**config.mk**
```make
export PLATFORM = sky130hd
export DESIGN_NAME = card_clk_div
export DESIGN_NICKNAME = d
export VERILOG_FILES = /design/src/rtl/clkdiv_pkg.sv /design/src/rtl/cdiv_sync.sv /design/src/rtl/cdiv_phase_cnt.sv /design/src/rtl/cdiv_ratio_ctrl.sv /design/src/rtl/card_clk_div.sv
export SDC_FILE = /design/constraint.sdc
export NUM_CORES = 1
export LEC_CHECK = 0
export ABC_AREA = 0
export BUFFER_PORTS_ARGS = -buffer_cell sky130_fd_sc_hd__buf_2
export CAP_MARGIN = 20
export CORE_AREA = 2 2 39 41
export CTS_BUF_LIST = sky130_fd_sc_hd__clkbuf_4 sky130_fd_sc_hd__clkbuf_8
export CTS_CLUSTER_SIZE = 28
export DETAILED_ROUTE_END_ITERATION = 10
export DIE_AREA = 0 0 41 43
export SLEW_MARGIN = 20
export SYNTH_ARGS = -nofsm -noshare
export SYNTH_HDL_FRONTEND = slang
export SYNTH_SLANG_ARGS = --single-unit
```
**constraint.sdc**
```tcl
create_clock -name clk_i -period 3.9 [get_ports clk_i]
set_input_delay 0.585 -clock clk_i [delete_from_list [all_inputs] [get_ports clk_i]]
set_output_delay 0.585 -clock clk_i [all_outputs]
set_load 0.05 [all_outputs]
```
**src/rtl/clkdiv_pkg.sv**
```systemverilog
package clkdiv_pkg;
  localparam int MAX_LOG = 3;
  localparam int CNT_W   = MAX_LOG + 1;
  localparam int EXP_W   = $clog2(MAX_LOG + 1);

  typedef logic [EXP_W-1:0] exp_t;

  // Gray-ordered select: adjacent codes are adjacent ratios
  function automatic exp_t sel_to_exp(input logic [1:0] sel);
    case (sel)
      2'b00:   return exp_t'(3);
      2'b01:   return exp_t'(2);
      2'b11:   return exp_t'(1);
      default: return exp_t'(0);
    endcase
  endfunction
endpackage

```
**src/rtl/cdiv_sync.sv**
```systemverilog
module cdiv_sync #(
  parameter int W      = 2,
  parameter int STAGES = 2
) (
  input  logic         clk_i,
  input  logic         rst_ni,
  input  logic [W-1:0] d_i,
  output logic [W-1:0] q_o
);
  logic [W-1:0] stage_q [STAGES];

  generate
    for (genvar s = 0; s < STAGES; s++) begin : g_stage
      always_ff @(posedge clk_i or negedge rst_ni) begin
        if (!rst_ni) stage_q[s] <= '0;
        else if (s == 0) stage_q[s] <= d_i;
        else stage_q[s] <= stage_q[(s == 0) ? 0 : s-1];
      end
    end
  endgenerate

  assign q_o = stage_q[STAGES-1];
endmodule

```
**src/rtl/cdiv_phase_cnt.sv**
```systemverilog
module cdiv_phase_cnt #(
  parameter int CNT_W = 4
) (
  input  logic             clk_i,
  input  logic             rst_ni,
  output logic [CNT_W-1:0] cnt_o,
  output logic             wrap_o
);
  logic [CNT_W-1:0] cnt_q;

  always_ff @(posedge clk_i or negedge rst_ni) begin
    if (!rst_ni) cnt_q <= '0;
    else cnt_q <= cnt_q + 1'b1;
  end

  assign cnt_o  = cnt_q;
  assign wrap_o = &cnt_q;
endmodule

```
**src/rtl/cdiv_ratio_ctrl.sv**
```systemverilog
module cdiv_ratio_ctrl
  import clkdiv_pkg::*;
(
  input  logic       clk_i,
  input  logic       rst_ni,
  input  logic       wrap_i,
  input  logic [1:0] sel_i,
  input  logic       gate_i,
  output exp_t       exp_o,
  output logic       run_o
);
  exp_t exp_q;
  logic run_q;

  always_ff @(posedge clk_i or negedge rst_ni) begin
    if (!rst_ni) begin
      exp_q <= exp_t'(MAX_LOG);
      run_q <= 1'b0;
    end else if (wrap_i) begin
      exp_q <= sel_to_exp(sel_i);
      run_q <= gate_i;
    end
  end

  assign exp_o = exp_q;
  assign run_o = run_q;

  // ratio only moves at the common boundary
  a_r3_switch_at_wrap: assert property (@(posedge clk_i) disable iff (!rst_ni)
    !wrap_i |=> $stable(exp_q));

  // gate state only moves at the common boundary
  a_r6_gate_at_wrap: assert property (@(posedge clk_i) disable iff (!rst_ni)
    !wrap_i |=> $stable(run_q));
endmodule

```
**src/rtl/card_clk_div.sv**
```systemverilog
module card_clk_div
  import clkdiv_pkg::*;
#(
  parameter int SYNC_STAGES = 2
) (
  input  logic clk_i,
  input  logic rst_ni,
  input  logic gate_i,
  input  logic sel_a_i,
  input  logic sel_b_i,
  output logic card_clk_o
);
  logic [1:0]       sel_sync;
  logic [CNT_W-1:0] cnt;
  logic             wrap;
  exp_t             exp_cur;
  logic             run;
  logic             out_q;

  cdiv_sync #(.W(2), .STAGES(SYNC_STAGES)) u_sync (
    .clk_i  (clk_i),
    .rst_ni (rst_ni),
    .d_i    ({sel_a_i, sel_b_i}),
    .q_o    (sel_sync)
  );

  cdiv_phase_cnt #(.CNT_W(CNT_W)) u_cnt (
    .clk_i  (clk_i),
    .rst_ni (rst_ni),
    .cnt_o  (cnt),
    .wrap_o (wrap)
  );

  cdiv_ratio_ctrl u_ctrl (
    .clk_i  (clk_i),
    .rst_ni (rst_ni),
    .wrap_i (wrap),
    .sel_i  (sel_sync),
    .gate_i (gate_i),
    .exp_o  (exp_cur),
    .run_o  (run)
  );

  // Counter bit k toggles every 2^k ticks: half-period of ratio /2^k
  always_ff @(posedge clk_i or negedge rst_ni) begin
    if (!rst_ni) out_q <= 1'b0;
    else out_q <= run & cnt[exp_cur];
  end

  assign card_clk_o = out_q;

  // every ratio enters a low phase right after the boundary
  a_r3_low_after_wrap: assert property (@(posedge clk_i) disable iff (!rst_ni)
    wrap |-> ##2 !card_clk_o);

  // a stopped clock leaves the output low
  a_r5_stopped_low: assert property (@(posedge clk_i) disable iff (!rst_ni)
    !run |=> !card_clk_o);
endmodule

```
==> flow_summary.toml, run 1 <==
[yosys]
yosys-top-cells-area = "dfrtp_1, dfstp_2, ha_1"
synth_edf_count = 0
synth_most_common_cell = "dfrtp_1"
synth_flop_cell = "dfrtp_1"
synth_warnings = 0
netlist_top_cells_count = "dfrtp_1, inv_1, ha_1"
synth_cells = 31
ys_seq_area_share_pct = 64.9
ys_ff_latch = 12
syn_area_um2 = 467
ys_types = 12
synthArstFlopShare_pct = 100
synth_top_area_share_pct = 53.6
syn_area_per_cell_um2 = 15.1
yosysTopAreaCell = "dfrtp_1"
synth_nets = 40

[timing]
hold_viol = 0
final-setup-viol-count = 0
fmax_mhz = 702
fin_crit_sh_pct = 36.5
period_minus_slack_ns = 1.42
report.final.slew_viol_count = 0
rsz0062_at_grt = "false"
slew_headroom_pct = 82.7
worst_pin_slew_ns = 0.259
tns_ns = 0
finalClockSkew_ns = 0.00634

[detailed_routing]
drt_wl_total_um = 635
num_vias = 249
drt-wirelength-per-cell_um = 11.3
drt_iter0_drc = 5
viasPerCell = 4.45
dr.pass1.iters = 2
antenna_left = 0
drc_errors = 0

[placed_design]
dp_hpwl_um = 488
place.gp.congestion = 0.677
portBuffers = 5
placedInstanceArea_um2 = 512

[floorplanning]
die_w_um = 41
start_util_pct = 33.7
num_io_pins = 6
core_mm2 = 0.00138
dieHeight_um = 43
dieArea_mm2 = 0.00176
std_cell_rows = 14

[finish]
drive_above_1_share_pct = 32.5
fin_nets = 50
diodes = 0
syn2layout_area_growth_pct = 17.4
fillers = 142
post-route-cell-area_um2 = 548

[worst_setup_path]
cp_cell_sequence = "buf_2"
crit_path_top_delay_cell = "dfrtp_1"
cp.arrival_ns = 0.84
path_buf_inv = 1
critical-path-max-stage-delay_ns = 0.33
critPathRequiredTime_ns = 3.31
startpoint = "card_clk_o$_DFF_PN0_"
crit_family = "flip-flops"
startpoint_type = "flop"
end_kind = "output port"
crit_fanout = 1
critical_path_class = "reg -> out"
r2r_start = "u_ctrl.exp_o[0]$_DFFE_PN1P_"

[clock_network]
clock_latency_ns = 0.26
clk_pin_slew_ns = 0.08
clock_path_buffers = 2
htreeDepth = 1
cts_tree = "yes"
numCtsBuffers = 3
post-cts-setup-buffer-count = 0
cts_hold_buffers = 0
ctsResizeCount = 0
clockRootBuffer = "clkbuf_4"
cts.sinks = 12

[grt]
grt_pass1_wl_um = 1160
grt_max_degree = 13
antenna_found_initial = 0
track_usage_pct = 10.3
grt_pass1_vias = 261
overflow = 0

[min_path]
hold_path.class = "in -> async"

[status]
status = "finished, final reports clean"

[power]
powerDensity_mw_per_mm2 = 440
p_leak_nw = 0.296
peakVddDrop_v = 0.000269
total_power_mw = 0.241

[run]
max_cap_violations = 0
[final timing paths]
| kind | end | slack (ns) | depth (start not counted) |
|---|---|---|---|
| setup / recovery | card_clk_o | 2.48 | 1 |
| hold / removal | u_cnt.cnt_o[0]$_DFF_PN0_ | 0.18 | 1 |
| setup reg to reg | card_clk_o$_DFF_PN0_ | 2.61 | 2 |
| hold reg to reg | u_sync.q_o[0]$_DFF_PN0_ | 0.35 | 0 |
| max in group asynchronous | u_ctrl.exp_o[0]$_DFFE_PN1P_ | 3.45 | 1 |
| min in group clk_i | u_sync.q_o[0]$_DFF_PN0_ | 0.35 | 0 |
[area by class of cell]
cell class / instances / area (µm²) / area share [%]
Sequential cell: 12 / 303 / 55.3
Inverter: 5 / 18.8 / 3.42
Tap cell: 16 / 20.0 / 3.65
Multi-Input combinational cell: 14 / 145 / 26.5
Clock buffer: 4 / 36.3 / 6.62
Timing Repair Buffer: 5 / 25.0 / 4.57
[stage by stage]
stage	utilization (%)	cells	setup WS, ns	hold slack, ns
final	39.6	56	2.48	0.179
after floorplan	-	31	2.64	0.289
after global routing	39.6	56	2.43	0.182
after global placement	37.0	52	2.63	0.332
after detailed placement	37.0	52	2.59	0.336
after CTS	39.6	56	2.47	0.188
[layout by cell type (no fill, tap or decap), drive strengths merged]
master and instances:
dfrtp 10, inv 5, buf 5, ha 4, clkbuf 4, nand3 2, mux2i 2, dfstp 2
xor2 1, mux4 1, and2 1, mux2 1, o21bai 1, xnor2 1
[metal layers]
| metal | routed length [µm] | global-route usage, % | part of all wire [%] | vias to the layer above |
|---|---|---|---|---|
| met5 | 0 | 0 | 0 | - |
| met4 | 11 | 4.00 | 1.7 | 0 |
| met3 | 33 | 4.71 | 5.2 | 2 |
| met2 | 314 | 15.6 | 49 | 6 |
| met1 | 275 | 12.4 | 43 | 123 |
| li1 | - | - | - | 118 |
[power breakdown]
group	switching (mW)	total [mW]	internal, mW
Clock	0.0398	0.0963	0.0565
Combinational	0.00535	0.0115	0.00616
Sequential	0.00265	0.133	0.130
Total	0.0478	0.241	0.193
[kinds of logic (layout without fill, tap and decap cells)]
| group | count (synthesis) | in the layout | synth area share (%) |
|---|---|---|---|
| AOI/OAI and AO/OA | 1 | 1 | 1.61 |
| and+or+nand+nor | 3 | 3 | 3.49 |
| xor gates and xnor gates | 2 | 2 | 3.75 |
| buffers and inverters | 5 | 14 | 4.02 |
| adders and majority gates | 4 | 4 | 10.7 |
| DFF | 12 | 12 | 64.9 |
| muxes | 4 | 4 | 11.5 |
[flip-flops by register name (all words and copies together), names as in the netlist]
register,count
u_sync.stage_q,2
u_cnt.cnt_o,4
u_sync.q_o,2
u_ctrl.run_o,1
card_clk_o,1
u_ctrl.exp_o,2
No activity file was read; power rests on OpenSTA's default activity.
==> run 2, diff against run 1 <==
==> constraint.sdc (replaced) <==
create_clock -name clk_i -period 1.4 [get_ports clk_i]
set_input_delay 0.21 -clock clk_i [delete_from_list [all_inputs] [get_ports clk_i]]
set_output_delay 0.21 -clock clk_i [all_outputs]
set_load 0.05 [all_outputs]
==> flow_summary.toml, run 2 (synthesized netlist as in run 1, its figures left out) <==
[floorplanning]
num_io_pins = 6
core_mm2 = 0.00138
die_w_um = 41
start_util_pct = 33.7
dieHeight_um = 43
std_cell_rows = 14
dieArea_mm2 = 0.00176

[detailed_routing]
drt_wl_total_um = 620
drc_errors = 0
drt-wirelength-per-cell_um = 10.7
drt_iter0_drc = 6
antenna_left = 0
viasPerCell = 4.48
num_vias = 260
dr.pass1.iters = 2

[worst_setup_path]
startpoint_type = "flop"
crit_fanout = 2
r2r_cells = 2
reg2reg_to = "card_clk_o$_DFF_PN0_"
critical_path_class = "reg -> reg"
r2r_slack_ns = 0.11
cp.arrival_ns = 1.45
r2r_start = "u_ctrl.exp_o[0]$_DFFE_PN1P_"
end_kind = "flop"
critPathRequiredTime_ns = 1.56

[clock_network]
htreeDepth = 1
cts_tree = "yes"
post-cts-setup-buffer-count = 0
clock_path_buffers = 2
clock_latency_ns = 0.27
clk_pin_slew_ns = 0.07
numCtsBuffers = 3
clockRootBuffer = "clkbuf_4"
cts.sinks = 12

[power]
switchingPower_mw = 0.129
p_clk_share_pct = 39.6
p_int_mw = 0.540
powerDensity_mw_per_mm2 = 1180
p_sw_share_pct = 19.3
peakVddDrop_v = 0.000547
power_frac_seq_pct = 55.2
p_leak_nw = 0.305
combPwrFrac_pct = 5.2

[placed_design]
portBuffers = 5
dp_hpwl_um = 469
place.gp.congestion = 0.655

[timing]
rsz0062_at_grt = "false"
fmax_mhz = 774
fin_hold_ws_ns = 0.0410
finalClockSkew_ns = 0.00602
slew_headroom_pct = 82.5
hold_viol = 0
fin_crit_sh_pct = 92.3
worst_pin_slew_ns = 0.263
report.final.slew_viol_count = 0
tns_ns = 0
period_minus_slack_ns = 1.29
final-setup-viol-count = 0

[finish]
syn2layout_area_growth_pct = 21.2
drive_above_1_share_pct = 33.3
fin_nets = 52
largest_reg_flops = 4
final_cell_mix = "dfrtp_1, inv_1, buf_2"
final_common_cell = "dfrtp_1"
diodes = 0

[grt]
antenna_found_initial = 0
track_usage_pct = 10.5
overflow = 0
grt_pass1_vias = 272
grt_pass1_wl_um = 1140
grt_max_degree = 13

[min_path]
whs_path_depth = 1
hold_path.class = "in -> reg"
min_to = "u_sync.stage_q[3]$_DFF_PN0_"
min-delay-start = "sel_a_i"

[status]
status = "finished, final reports clean"

[run]
max_cap_violations = 0
## run 2: metal layers
layer	global-route usage (%)	routed length, µm	up-vias
met2	14.4	275	10
met5	0	0	-
met1	12.1	281	125
met4	8.00	21	0
met3	4.71	42	4
li1	-	-	121
## run 2: final cells by class
cell class | instances | area, µm²
Fill cell | 142 | 818
Sequential cell | 12 | 303
Multi-Input combinational cell | 14 | 145
Timing Repair Buffer | 7 | 42.5
Clock buffer | 4 | 36.3
Tap cell | 16 | 20.0
Inverter | 5 | 18.8
## run 2: worst max-delay path, cell delays in order, from the launching register on
cell and delay, ns:
dfstp_2 0.55, mux4_2 0.48, and2_1 0.16
## run 2: power groups by stage
stage	Clock, mW	Sequential, mW	Combinational (mW)
after global placement	0	0.376	0.0319
after CTS	0.274	0.371	0.0365
after detailed placement	0	0.377	0.0340
after floorplan	0	0.375	0.0189
final	0.265	0.370	0.0346
after global routing	0.300	0.372	0.0415
## run 2: per-stage QoR
stage / std cells / setup WS [ns] / power, mW / area, µm² / util, %
after floorplan: 31 / 0.140 / 0.394 / 467 / -
after global placement: 53 / 0.134 / 0.408 / 519 / 37.5
after detailed placement: 53 / 0.115 / 0.411 / 519 / 37.5
after CTS: 58 / 0.103 / 0.681 / 566 / 40.9
after global routing: 58 / 0.0467 / 0.714 / 566 / 40.9
final: 58 / 0.108 / 0.670 / 566 / 40.9
## run 2: repair_timing
action	in CTS	in global routing
hold buffers	1	0
resized for setup	0	0
hold endpoints to repair	10	0
endpoints found under the setup margin	0	0
## run 2: worst max path at each step
stage	start	to	slack, ns	depth (start not counted)
2_1_floorplan	u_ctrl.exp_o[0]$_DFFE_PN1P_	card_clk_o$_DFF_PN0_	0.14	2
3_3_place_gp	u_ctrl.exp_o[0]$_DFFE_PN1P_	card_clk_o$_DFF_PN0_	0.13	2
3_5_place_dp	u_ctrl.exp_o[0]$_DFFE_PN1P_	card_clk_o$_DFF_PN0_	0.12	2
4_1_cts	u_ctrl.exp_o[0]$_DFFE_PN1P_	card_clk_o$_DFF_PN0_	0.10	2
5_1_grt	u_ctrl.exp_o[0]$_DFFE_PN1P_	card_clk_o$_DFF_PN0_	0.05	2
6_report	u_ctrl.exp_o[0]$_DFFE_PN1P_	card_clk_o$_DFF_PN0_	0.11	2
